## src/rtl/mdrop_slave_ctrl.sv

```systemverilog
module mdrop_slave_ctrl #(
  parameter int          TIMEOUT  = 1000,
  parameter logic [7:0]  ERR_BYTE = 8'hEE
) (
  input  logic       clk,
  input  logic       rst_n,
  input  logic [7:0] node_addr,
  input  logic [7:0] rx_byte,
  input  logic       rx_bit9,
  input  logic       rx_full,
  output logic       rx_ack,
  input  logic       tx_idle,
  output logic       tx_load,
  output logic [7:0] tx_byte,
  output logic       tx_bit9,
  output logic       mp_filter,
  output logic [7:0] task_byte,
  output logic       task_strobe,
  input  logic [7:0] result_byte,
  input  logic       result_strobe
);
  localparam int CW = $clog2(TIMEOUT + 1);
  localparam logic [CW-1:0] LAST = CW'(TIMEOUT - 1);

  typedef enum logic [2:0] {LISTEN, ACK, TASK, WAIT, SEND} st_t;
  st_t st, st_nx;
  logic [CW-1:0] cnt;
  logic [7:0]    res_q;

  wire addr_hit = rx_bit9 && (rx_byte == node_addr);

  assign mp_filter   = (st == LISTEN);
  assign rx_ack      = rx_full && (st == LISTEN || st == TASK);
  assign task_byte   = rx_byte;
  assign task_strobe = (st == TASK) && rx_full && !rx_bit9;
  assign tx_load     = tx_idle && (st == ACK || st == SEND);
  assign tx_byte     = (st == ACK) ? node_addr : res_q;
  assign tx_bit9     = 1'b0;

  always_comb begin
    st_nx = st;
    case (st)
      LISTEN: if (rx_full && addr_hit) st_nx = ACK;
      ACK:    if (tx_idle) st_nx = TASK;
      TASK:   if (rx_full) begin
                if (!rx_bit9)     st_nx = WAIT;
                else if (addr_hit) st_nx = ACK;
                else               st_nx = LISTEN;
              end
      WAIT:   if (result_strobe || cnt == LAST) st_nx = SEND;
      SEND:   if (tx_idle) st_nx = LISTEN;
      default: st_nx = LISTEN;
    endcase
  end

  always_ff @(posedge clk) begin
    if (!rst_n) begin
      st    <= LISTEN;
      cnt   <= '0;
      res_q <= '0;
    end else begin
      st <= st_nx;
      if (st != WAIT) cnt <= '0;
      else            cnt <= cnt + 1'b1;
      if (st == WAIT) begin
        if (result_strobe)    res_q <= result_byte;
        else if (cnt == LAST) res_q <= ERR_BYTE;
      end
    end
  end
endmodule


```

## config.mk

```make
export PLATFORM = sky130hd
export DESIGN_NAME = mdrop_slave_ctrl
export DESIGN_NICKNAME = d
export VERILOG_FILES = /design/src/rtl/mdrop_slave_ctrl.sv
export SDC_FILE = /design/constraint.sdc
export NUM_CORES = 1
export LEC_CHECK = 0
export BUFFER_PORTS_ARGS = -buffer_cell sky130_fd_sc_hd__buf_2
export CAP_MARGIN = 20
export CORE_ASPECT_RATIO = 1.2
export CORE_MARGIN = 4
export CORE_UTILIZATION = 38
export DETAILED_ROUTE_END_ITERATION = 8
export PLACE_DENSITY = 0.74
export SETUP_SLACK_MARGIN = 0.4
export SLEW_MARGIN = 20
export SYNTH_ARGS = -nofsm -noshare
export SYNTH_HDL_FRONTEND = slang
export SYNTH_SLANG_ARGS = --single-unit
```

## constraint.sdc

```tcl
create_clock -name clk -period 1.7 [get_ports clk]
set_clock_uncertainty 0.1 [all_clocks]
set_input_delay 0.34 -clock clk [delete_from_list [all_inputs] [get_ports clk]]
set_output_delay 0.34 -clock clk [all_outputs]
set_load 0.05 [all_outputs]
```

Word-level counts from Yosys, hierarchy flattened
Index checks and enable logic that the tools add are counted.
Widths: inputs -> output; s select.
{ "totals": {"regBits": 21, "latchBits": 0, "ram_bits": 0, "rom_bits": 0, "in_bits": 30, "wordCells": 43, "memories": 0} }
{ "classes": {"addsub": 1, "mul": 0, "div": 0, "magnitude_cmp": 0, "eq_ne": 12, "shifts": 0, "muxes": 11, "bitwise": 1, "reduce_logical": 15} }
{ "ops": {"columns": ["cell", "n"], "rows": [
  ["$mux 8", 3],
  ["$mux 3", 5],
  ["$pmux 3 s5", 1],
  ["$add 10x1->10 const B", 1],
  ["$eq 10x10->1 const B", 1],
  ["$eq 8x8->1", 1],
  ["$ne 2x2->1 const B", 4],
  ["$eq 3x2->1 const B", 2],
  ["$logic_and 1x1->1", 6],
  ["$reduce_and 5->1", 1],
  ["$eq 3x1->1 const B", 1],
  ["$eq 3x3->1 const B", 1],
  ["$logic_not 3->1", 1],
  ["$logic_or 1x1->1", 3],
  ["$ne 3x2->1 const B", 1],
  ["$mux 2", 1],
  ["$ne 2x1->1 const B", 1],
  ["$reduce_and 2->1", 1],
  ["$reduce_bool 2->1", 1],
  ["$reduce_or 2->1", 1],
  ["$logic_not 1->1", 1],
  ["$mux 1", 1],
  ["$not 1->1", 1]
]} }

Longest topological paths before layout
{ "depth": {"depth_word": 6, "ltp_mapped": 6, "ltp_nobuf": 5} }

Least setup slack after synthesis
OpenSTA, ideal clock, no wires.
{ "synth_timing": {"kind": "flip-flop to output port", "startpoint": "reg st[0]", "endpoint": "out tx_load", "arrival_time_ns": 1.714, "t_required_ns": 1.260, "slack_ns": -0.454, "path_stages_with_launch": 4, "path_cell_list": "dfxtp_1 buf_4 xnor2_1 nor3b_1"} }
{ "synth_via": {"elab_chain_cells": 3} }
{ "synth_rtl": {"columns": ["item", "line", "rtl"], "rows": [
  ["start: declaration", "26", "st_t st, st_nx;"],
  ["start signal: assignment", "62", "st <= st_nx;"],
  ["$eq 3x1->1 / $eq 3x3->1 (equally long branches)", "36", "assign tx_load = tx_idle && (st == ACK || st == SEND);"],
  ["$logic_or 1x1->1 (*)", "36", null],
  ["$logic_and 1x1->1 (*)", "36", null],
  ["end: declaration", "13", "output logic tx_load,"]
]} }
Every way passes the cells marked *; elsewhere a longest branch is shown, timed or not.

Worst setup path in the final report
{ "layout_timing": {"startpoint": "reg st[2]", "endpoint": "out tx_byte[2]"} }
{ "layout_via": {"elab_chain_cells": 2} }
{ "layout_rtl": {"columns": ["item", "line", "rtl"], "rows": [
  ["$eq 3x1->1", "37", "assign tx_byte = (st == ACK) ? node_addr : res_q;"],
  ["$mux 8", "37", null],
  ["end: declaration", "14", "output logic [7:0] tx_byte,"]
]} }
No other way between the ends.

==> results.py <==
metrics = {
    "setup_path": {
        "cp-end-kind": "primary output",
        "cp_slowest_cell": "dfxtp_2",
        "start_kind": "register",
        "worstSetupPathType": "register to primary output",
        "critical_path.max_stage_delay_ps": 350,
        "crit_fanout": 8,
        "cp.required_ps": 1260,
        "worstPathArrival_ps": 1510,
        "crit_chain": "nor3b_4 -> buf_12 -> mux2_4 -> buf_8",
        "setup.reg_to_reg.worst_slack_ps": -50,
    },
    "synthesis": {
        "synth_area_leaders": "dfxtp_1, xnor2_1, mux2_2, buf_4, o221a_1",
        "synth_area_per_cell_sq_um": 9.40,
        "synth_edf_count": 0,
        "synth_top_area_cell": "dfxtp_1",
        "synth_flop_cell": "dfxtp_1",
        "syn-cell-area_sq_um": 1230,
        "syn_inst": 131,
        "synth_cell_type_count": 37,
        "synth_nets": 162,
        "yosysSeqAreaShare_pct": 34.1,
        "ys_ff_latch": 21,
        "async_flop_share_pct": 0,
        "yosysWarnings": 0,
        "synth_top_cell_area_share_pct": 34.1,
    },
    "floorplanning": {
        "rows": 22,
        "fp.coreArea_sq_um": 3080,
        "die_width_um": 60.0,
        "die-height_um": 70.4,
        "io_pins": 51,
        "start_util_pct": 39.9,
        "die-area_sq_um": 4220,
    },
    "clock_network": {
        "ctsHoldBuffers": 0,
        "clk_latency_ps": 290,
        "tritoncts": "done",
        "clk_path_buf_depth": 2,
        "cts_inserted_buffers": 3,
        "cts_max_level": 1,
        "clkSlewWorstSetupHoldPaths_ps": 110,
        "cts_root_buf": "clkbuf_4",
        "clock-sinks": 21,
    },
    "routing": {
        "ant_nets": 0,
        "drt-wirelength-per-cell_um": 15.4,
        "drt-vias-per-instance": 5.15,
        "route.detailed.drc": 0,
        "vias": 1138,
        "drtIter0Drc": 30,
        "first_pass_iters": 6,
        "routed_wl_um": 3410,
    },
    "placed_design": {
        "dp_hpwl_um": 2320,
        "gp_congestion": 0.736,
        "placed_cell_area_sq_um": 1490,
        "post-place-ws_ps": 5.58,
        "port_buffers": 49,
        "place_inst": 205,
    },
    "sta": {
        "period_needed_ps": 1950,
        "hold_viol": 0,
        "finalMaxSlewViolations": 0,
        "max_freq_mhz": 512,
        "layout_setup_ws_ps": -253,
        "rsz0062_at_grt": "yes",
        "finalSetupViolCount": 13,
        "fin_crit_sh_pct": 115,
    },
    "power_and_ir_drop": {
        "cellPowerDensity_nw_per_um2": 489,
        "leakagePower_nw": 0.737,
        "ir_drop_mv": 0.421,
    },
    "global_route": {
        "antenna_found_initial": 0,
        "grt_use_total_pct": 16.4,
        "grt_overflow": 0,
        "grt_pass1_vias": 1152,
        "grt_max_degree": 17,
        "grt_pass1_wl_um": 5300,
    },
    "hold_path": {
        "hold_class": "primary input to register",
    },
    "layout": {
        "final_cells": 221,
        "area_delta_synth_final_pct": 59.2,
        "fin_nets": 217,
        "final_area_sq_um": 1960,
        "layout-drive-gt1-share_pct": 60.0,
        "antennaDiodeCount": 0,
    },
    "status": {
        "outcome": "finished with violations",
        "violations": "negative setup slack",
    },
    "job": {
        "cap_violations": 0,
    },
}
logic make-up (layout without fill, tap and decap cells):
group	Yosys count	in the layout	share of synthesized area (%)
compound gates	16	17	11.1
xor+xnor	17	17	12.1
fa+ha+maj	1	1	1.02
buf+inv	16	68	9.76
flops	21	21	34.1
mux	8	8	7.32
other cells	1	1	0.305
simple gates	51	52	24.3
final timing paths:
kind | start | end | cells past startpoint
setup / recovery | st[2]$_SDFFE_PN0P_ | tx_byte[2] | 4
hold / removal | result_byte[7] | res_q[7]$_SDFFE_PN0P_ | 2
setup reg to reg | st[2]$_SDFFE_PN0P_ | st[0]$_SDFFE_PN0P_ | 8
hold reg to reg | cnt[0]$_SDFF_PP0_ | cnt[0]$_SDFF_PP0_ | 1
cell usage after synthesis, types with 3 or more instances:
master / n
nor3_1: 5
buf_4: 10
o221a_1: 6
nand4_1: 3
nor2_1: 13
nand2_1: 10
nand3_1: 4
buf_6: 3
mux2_2: 8
dfxtp_1: 21
xnor2_1: 15
layer usage:
metal / share of wire, % / track usage (%) / vias to the layer above
met4: 1.1 / 6.90 / 0
met5: 0 / 0 / -
met3: 4.5 / 2.96 / 4
li1: - / - / 568
met2: 57 / 30.2 / 27
met1: 37 / 17.4 / 539
through the flow:
| step | TNS, ps | hold WS [ps] | utilization (%) | total power [W] |
|---|---|---|---|---|
| 6_report | -2410 | 207 | 63.6 | 0.000959 |
| 5_1_grt | -3170 | 192 | 63.6 | 0.00100 |
| 4_1_cts | -2490 | 199 | 59.6 | 0.000961 |
| 3_5_place_dp | 0 | 354 | 48.4 | 0.000700 |
| 3_3_place_gp | 0 | 345 | 48.4 | 0.000695 |
| 2_1_floorplan | -198 | 332 | - | 0.000645 |
power by group:
group          internal [W]  switching, W
clock             0.0000912      0.000137
sequential         0.000494    0.00000147
combinational     0.0000976      0.000139
worst max-delay path: cells and delay by family (launching register included):
kind                   cells  cell delay [ps]
multiplexers               1              310
AND/OR/NAND/NOR            1              230
buffers and inverters      2              320
flip-flops                 1              350
cells in the final DEF (no fill, tap or decap), types with 2 or more instances in the layout:
master	netlist	layout
a21oi_1	2	2
buf_4	10	4
xnor2_1	15	15
nand2_8	0	2
nor3_4	0	2
buf_2	0	37
nand2_1	10	8
mux2_4	0	8
nand4_1	3	3
nor4b_4	0	2
nor3_2	1	2
xor2_1	2	2
buf_8	0	10
nor2_4	0	8
nand3b_1	2	2
clkbuf_4	0	3
nand3_1	4	4
o221a_1	6	6
dfxtp_1	21	16
nor2_1	13	5
nor3_1	5	2
o21a_1	2	2
dfxtp_2	0	5
o22ai_2	0	2
o21a_4	0	2
buf_6	3	11
flip-flops by register name, indices dropped and copies added, names as in the netlist:
name   cells
cnt       10
st         3
res_q      8
cell type report:
class / instances / area (sq um)
fill: 241 / 1120
multi-input combinational: 96 / 950
timing repair buffer: 63 / 509
sequential: 21 / 427
tap: 36 / 45.0
clock buffer: 4 / 26.3
inverter: 1 / 3.75
what timing repair did:
action | CTS | global route
endpoints found under the setup margin | 32 | 33
resized for setup | 70 | 18
buffers inserted | 6 | 4
gates cloned | 1 | 1
pin swaps | 21 | 14
Note: power is estimated with default switching activity, not from simulation.
